<file path="config.mk">
export PLATFORM = sky130hd
export DESIGN_NAME = skey_rc_updater
export DESIGN_NICKNAME = d
export VERILOG_FILES = /design/src/rtl/skey_pkg.sv /design/src/rtl/skey_store.sv /design/src/rtl/skey_rc_logic.sv /design/src/rtl/skey_rc_updater.sv
export SDC_FILE = /design/constraint.sdc
export NUM_CORES = 1
export LEC_CHECK = 0
export BUFFER_PORTS_ARGS = -buffer_cell sky130_fd_sc_hd__buf_2
export CAP_MARGIN = 0
export CORE_MARGIN = 2
export CORE_UTILIZATION = 55
export CTS_BUF_LIST = sky130_fd_sc_hd__clkbuf_16
export CTS_CLUSTER_SIZE = 10
export DETAILED_ROUTE_END_ITERATION = 6
export PLACE_DENSITY = 0.82
export SKIP_LAST_GASP = 1
export SLEW_MARGIN = 15
export SYNTH_ARGS = -nofsm -noshare
export SYNTH_HDL_FRONTEND = slang
export SYNTH_SLANG_ARGS = --single-unit
</file>
<file path="constraint.sdc">
create_clock -name clk -period 3.7 [get_ports clk]
set_clock_uncertainty 0.2 [all_clocks]
set_input_delay 0.185 -clock clk [delete_from_list [all_inputs] [get_ports clk]]
set_output_delay 0.185 -clock clk [all_outputs]
set_load 0.05 [all_outputs]
</file>
<file path="src/rtl/skey_pkg.sv">
`timescale 1ns/1ps
package skey_pkg;
  localparam int KEY_W   = 7;
  localparam int PERM_W  = 3;
  localparam int REF_BIT = 2;
  localparam int CHG_BIT = 1;
  localparam int PERM_WR = 1;

  typedef enum logic [1:0] {
    ACC_LOAD  = 2'd0,
    ACC_STORE = 2'd1,
    ACC_FETCH = 2'd2,
    ACC_RSVD  = 2'd3
  } acc_kind_e;

  function automatic logic [KEY_W-1:0] key_after(input logic [KEY_W-1:0] key,
                                                 input logic [1:0] kind);
    logic [KEY_W-1:0] k;
    k = key;
    k[REF_BIT] = 1'b1;
    if (kind == ACC_STORE) k[CHG_BIT] = 1'b1;
    return k;
  endfunction

  function automatic logic [PERM_W-1:0] perm_after(input logic [PERM_W-1:0] perm,
                                                   input logic [KEY_W-1:0] key,
                                                   input logic [1:0] kind);
    logic [PERM_W-1:0] p;
    p = perm;
    if (kind != ACC_STORE && !key[CHG_BIT]) p[PERM_WR] = 1'b0;
    return p;
  endfunction
endpackage

</file>
<file path="src/rtl/skey_store.sv">
`timescale 1ns/1ps
module skey_store #(
  parameter int DEPTH = 64,
  parameter int KW    = 7,
  localparam int IW   = (DEPTH > 1) ? $clog2(DEPTH) : 1
) (
  input  logic          clk,
  input  logic          rst_n,
  input  logic          rd_en,
  input  logic [IW-1:0] rd_idx,
  output logic [KW-1:0] rd_key,
  input  logic          upd_en,
  input  logic [IW-1:0] upd_idx,
  input  logic [KW-1:0] upd_key,
  input  logic          host_en,
  input  logic [IW-1:0] host_idx,
  input  logic [KW-1:0] host_key,
  input  logic [IW-1:0] peek_idx,
  output logic [KW-1:0] peek_key
);
  logic [KW-1:0] mem [DEPTH];

  // host write placed last so it wins a same-frame collision
  always_ff @(posedge clk or negedge rst_n) begin
    if (!rst_n) begin
      for (int i = 0; i < DEPTH; i++) mem[i] <= '0;
    end else begin
      if (upd_en)  mem[upd_idx]  <= upd_key;
      if (host_en) mem[host_idx] <= host_key;
    end
  end

  always_ff @(posedge clk or negedge rst_n) begin
    if (!rst_n)     rd_key <= '0;
    else if (rd_en) rd_key <= mem[rd_idx];
  end

  assign peek_key = mem[peek_idx];
endmodule

</file>
<file path="src/rtl/skey_rc_logic.sv">
`timescale 1ns/1ps
module skey_rc_logic
  import skey_pkg::*;
(
  input  logic              active,
  input  logic [1:0]        kind,
  input  logic [KEY_W-1:0]  old_key,
  input  logic [PERM_W-1:0] perm_in,
  output logic [KEY_W-1:0]  new_key,
  output logic [PERM_W-1:0] perm_res,
  output logic              need_wb
);
  always_comb begin
    new_key  = key_after(old_key, kind);
    perm_res = active ? perm_after(perm_in, old_key, kind) : perm_in;
    need_wb  = active && (new_key != old_key);
  end
endmodule

</file>
<file path="src/rtl/skey_rc_updater.sv">
`timescale 1ns/1ps
module skey_rc_updater
  import skey_pkg::*;
#(
  parameter int ADDR_W     = 32,
  parameter int PAGE_SHIFT = 12,
  parameter int NUM_PAGES  = 64,
  localparam int IDX_W     = (NUM_PAGES > 1) ? $clog2(NUM_PAGES) : 1,
  localparam int PFN_W     = ADDR_W - PAGE_SHIFT
) (
  input  logic              clk,
  input  logic              rst_n,
  input  logic              keys_en,
  input  logic              req_valid,
  input  logic [ADDR_W-1:0] req_addr,
  input  logic [1:0]        req_kind,
  input  logic [2:0]        req_perm,
  output logic              done,
  output logic [2:0]        perm_out,
  input  logic              host_wr_en,
  input  logic [IDX_W-1:0]  host_wr_idx,
  input  logic [6:0]        host_wr_key,
  input  logic [IDX_W-1:0]  peek_idx,
  output logic [6:0]        peek_key
);
  // request decode
  logic [PFN_W-1:0] req_pfn;
  logic             req_oob;
  logic             rd_fire;
  assign req_pfn = req_addr[ADDR_W-1:PAGE_SHIFT];
  assign req_oob = (req_pfn >= PFN_W'(NUM_PAGES));
  assign rd_fire = req_valid && keys_en && !req_oob;

  // stage registers (the read-to-write-back cycle)
  logic              stg_valid, stg_en, stg_err;
  logic [1:0]        stg_kind;
  logic [PERM_W-1:0] stg_perm;
  logic [IDX_W-1:0]  stg_idx;
  logic [KEY_W-1:0]  stg_key;

  always_ff @(posedge clk or negedge rst_n) begin
    if (!rst_n) begin
      stg_valid <= 1'b0;
      stg_en    <= 1'b0;
      stg_err   <= 1'b0;
      stg_kind  <= ACC_LOAD;
      stg_perm  <= '0;
      stg_idx   <= '0;
    end else begin
      stg_valid <= req_valid;
      if (req_valid) begin
        stg_en   <= keys_en;
        stg_err  <= req_oob;
        stg_kind <= req_kind;
        stg_perm <= req_perm;
        stg_idx  <= req_pfn[IDX_W-1:0];
      end
    end
  end

  // named events for the checker
  logic             stg_active;
  logic             wb_fire;
  logic             wb_need;
  logic [KEY_W-1:0] wb_key;
  logic [2:0]       perm_next;
  assign stg_active = stg_valid && stg_en && !stg_err;
  assign wb_fire    = stg_valid && wb_need;

  skey_store #(.DEPTH(NUM_PAGES), .KW(KEY_W)) store_i (
    .clk      (clk),
    .rst_n    (rst_n),
    .rd_en    (rd_fire),
    .rd_idx   (req_pfn[IDX_W-1:0]),
    .rd_key   (stg_key),
    .upd_en   (wb_fire),
    .upd_idx  (stg_idx),
    .upd_key  (wb_key),
    .host_en  (host_wr_en),
    .host_idx (host_wr_idx),
    .host_key (host_wr_key),
    .peek_idx (peek_idx),
    .peek_key (peek_key)
  );

  skey_rc_logic logic_i (
    .active   (stg_active),
    .kind     (stg_kind),
    .old_key  (stg_key),
    .perm_in  (stg_perm),
    .new_key  (wb_key),
    .perm_res (perm_next),
    .need_wb  (wb_need)
  );

  always_ff @(posedge clk or negedge rst_n) begin
    if (!rst_n) begin
      done     <= 1'b0;
      perm_out <= '0;
    end else begin
      done <= stg_valid;
      if (stg_valid) perm_out <= perm_next;
    end
  end
endmodule

</file>
==> metrics.md <==
| Metric | Value |
|---|---|
| Die width | `approximately 240 µm` |
| Clock buffer depth | `3` |
| Worst slew pin tran | `~1200 ps` |
| Gr ovfl total | `0` |
| DRC Markers | `1` |
| Placed cell count | `roughly 3,400` |
| Crit path max fanout | `3` |
| Mapped Cells | `between 2,000 and 3,000` |
| Max-slew violation count | `0` |
| Starting Density | `55.9%` |
| Critical path arrival | `3050 ps` |
| Detail Placement HPWL | `about 71,000 µm` |
| # diodes | `0` |
| Syn Nets | `slightly below 3,000` |
| CP peak stage delay | `570 ps` |
| Final core utilization | `~61%` |
| CP startpoint kind | `register` |
| Final setup TNS | `0 ps` |
| Post-place setup slack | `643 ps` |
| 1st-iter DRT viols | `4,018` |
| Hold slack | `roughly 34 ps` |
| Final non-filler cell total | `about 3,500` |
| Initial DRT Pass Iterations | `7` |
| Syn Std Cell Area | `29,600 µm²` |
| Antenna-violating nets left | `0` |
| Routed length per instance | `29.5 µm` |
| TritonCTS Buffers | `55` |
| Critical path cell sequence | `mux4_2 -> mux4_2 -> a22oi_1 -> nand3_1 -> buf_2` |
| Max_cap viols | `0` |
| Peak supply drop | `between 0.0003 and 0.0004 V` |
| CTS tree | `yes` |
| Crit-path slowest cell | `mux4_2` |
| Crit path time final | `about 3400 ps` |
| Most frequent cells in the layout | `mux2i_1, dfrtp_1, nand2_1` |
| Initial antenna violation count | `3` |
| Status | `complete, but fails checks` |
| Gp weighted congestion | `1.06` |
| Final setup fails | `0` |
| Critical path's most frequent cell | `mux4_2` |
| Clk root buf | `clkbuf_16` |
| Total die area | `55,600 µm²` |
| I/O pin cnt | `72` |
| Global-route wire length before repair | `roughly 150,000 µm` |
| Register area share after synthesis | `between 40% and 50%` |
| Row cnt | `84` |
| Share of cells above drive strength 1 | `16.7%` |
| Slew headroom | `approximately 17%` |
| YS warnings | `0` |
| Setup crit end kind | `output port` |
| Post-synth EDFFs | `0` |
| Fillers | `roughly 4,000` |
| Largest net degree at the start of global routing | `96` |
| Via count | `25,000` |
| Sink Count | `~470` |
| Final Cycle Share | `between 90% and 100%` |
| Hold Path Class | `input pin to register` |
| PortBufs | `between 50 and 60` |
| Commonest non-fill, non-tap cell in the layout | `mux2i_1` |
| Static leakage | `roughly 14 nW` |
| Number of gates resized after CTS | `0` |
| Layout Area Growth over Synthesis | `8.98%` |
| Vias in the first global route | `24,300` |
| Failing checks | `design-rule violations` |
| Synth cell types | `58` |
| Core area | `roughly 53,000 µm²` |
| Die Y | `between 200 and 250 µm` |
| Fmax | `between 0.2 and 0.3 GHz` |
| Predominant post-synthesis flop cell | `dfrtp_1` |
| GRT Total Usage | `between 30 and 40%` |
| Final hold vios | `0` |
| Clock slew at reported path FFs | `60 ps` |
| H-tree depth | `2` |
| Vias per cell | `between 7 and 8` |
| Unrepaired setup endpoints after global routing | `false` |
| Crit path required time | `about 3300 ps` |
| Critical path class | `register to output port` |
| Post-synth ARST share | `100%` |
| Synth Area per Inst | `approximately 10 µm²` |
| Worst-Skew Late Latency | `620 ps` |
| Seq cells post-synth | `between 400 and 500` |
| Final net count | `roughly 2,900` |
| PwrDens | `around 470 nW/µm²` |
| Fin worst setup slack | `around 260 ps` |
| Final wirelength | `roughly 100,000 µm` |
## area by class of cell
class,count,area (µm²),area share [%]
tap,688,861,2.67
clock inverter,18,120,0.373
inverter,8,30.0,0.0932
clock buffer,57,1430,4.43
sequential,473,11800,36.8
timing repair buffer,180,1450,4.51
multi-input combinational,2089,16500,51.2
## synthesized netlist by cell type (all sizes together) (4+ instances only)
| cell | number | area share, % |
|---|---|---|
| or3 | 4 | 0.085 |
| mux2i | 541 | 18 |
| nor3 | 6 | 0.16 |
| nand2 | 410 | 5.3 |
| nor2b | 17 | 0.36 |
| or2 | 10 | 0.21 |
| a221oi | 6 | 0.18 |
| o211ai | 4 | 0.10 |
| nand2b | 7 | 0.15 |
| dlygate4sd1 | 5 | 0.15 |
| nand4 | 8 | 0.17 |
| mux2 | 12 | 0.46 |
| dfrtp | 473 | 40 |
| a211oi | 8 | 0.20 |
| nor2 | 240 | 3.7 |
| o22ai | 4 | 0.085 |
| a22oi | 30 | 0.76 |
| o21ai | 290 | 4.9 |
| mux4 | 198 | 15 |
| inv | 8 | 0.10 |
| clkbuf | 180 | 2.3 |
| nor3b | 5 | 0.13 |
| buf | 86 | 1.7 |
| a22o | 8 | 0.24 |
| nand3 | 34 | 0.58 |
| and3 | 5 | 0.11 |
| a21oi | 211 | 3.6 |
## layer usage
layer	vias up	part of all wire (%)	track usage [%]
met3	459	14	11.4
met4	4	7.4	22.9
li1	10200	-	-
met1	12200	35	47.3
met2	2075	44	55.5
met5	-	0.025	0
## timing repair
item	in CTS	in global routing
hold endpoints to repair	252	0
setup buffers	0	0
hold buffers	27	0
## registers in the layout (all words and copies together), names as in the netlist
register and count:
done 1, stg_valid 1, store_i.mem 448, stg_kind 2
store_i.rd_key 7, stg_perm 3, stg_err 1, stg_en 1
perm_out 3, stg_idx 6
## cells by family (layout without fill, tap and decap cells)
| group | Yosys count | in the layout | share of synthesized area [%] |
|---|---|---|---|
| and+or+nand+nor | 764 | 764 | 11.4 |
| AOI/OAI and AO/OA | 574 | 574 | 10.4 |
| buffers and inverters | 280 | 263 | 4.30 |
| DFF | 473 | 473 | 40.0 |
| muxes | 751 | 751 | 33.9 |
## critical path: cells and delay by family, from the launching register on
family / cells / cell delay (ps)
AND/OR/NAND/NOR: 1 / 240
buffers and inverters: 1 / 270
flip-flops: 1 / 400
AO/OA/AOI/OAI: 1 / 430
multiplexers: 2 / 1090
## final timing paths
| check | slack [ps] | startpoint | cells after the start | endpoint |
|---|---|---|---|---|
| hold / removal | 30 | host_wr_idx[1] | 6 | store_i.mem[58]$_DFF_PN0_ |
| setup reg to reg | 440 | store_i.rd_key[1]$_DFFE_PN0P_ | 6 | store_i.mem[94]$_DFF_PN0_ |
| min in group asynchronous | 40 | rst_n | 2 | store_i.mem[251]$_DFF_PN0_ |
| max in group asynchronous | 2310 | rst_n | 3 | store_i.mem[60]$_DFF_PN0_ |
| setup / recovery | 260 | store_i.mem[227]$_DFF_PN0_ | 5 | peek_key[3] |
| hold reg to reg | 290 | stg_valid$_DFF_PN0_ | 0 | done$_DFF_PN0_ |
## stage by stage
step / power [mW] / area, µm²
after global placement: 9.96 / 30400
after detailed placement: 10.2 / 30400
after CTS: 15.1 / 32200
after floorplan: 8.88 / 29600
after global routing: 15.8 / 32200
final: 15.3 / 32200
## power by group
part           switching (mW)  internal [mW]
combinational            1.83           1.59
clock                    2.17           2.84
sequential              0.812           6.06
total                    4.81           10.5
(Power assumes the default switching activity.)
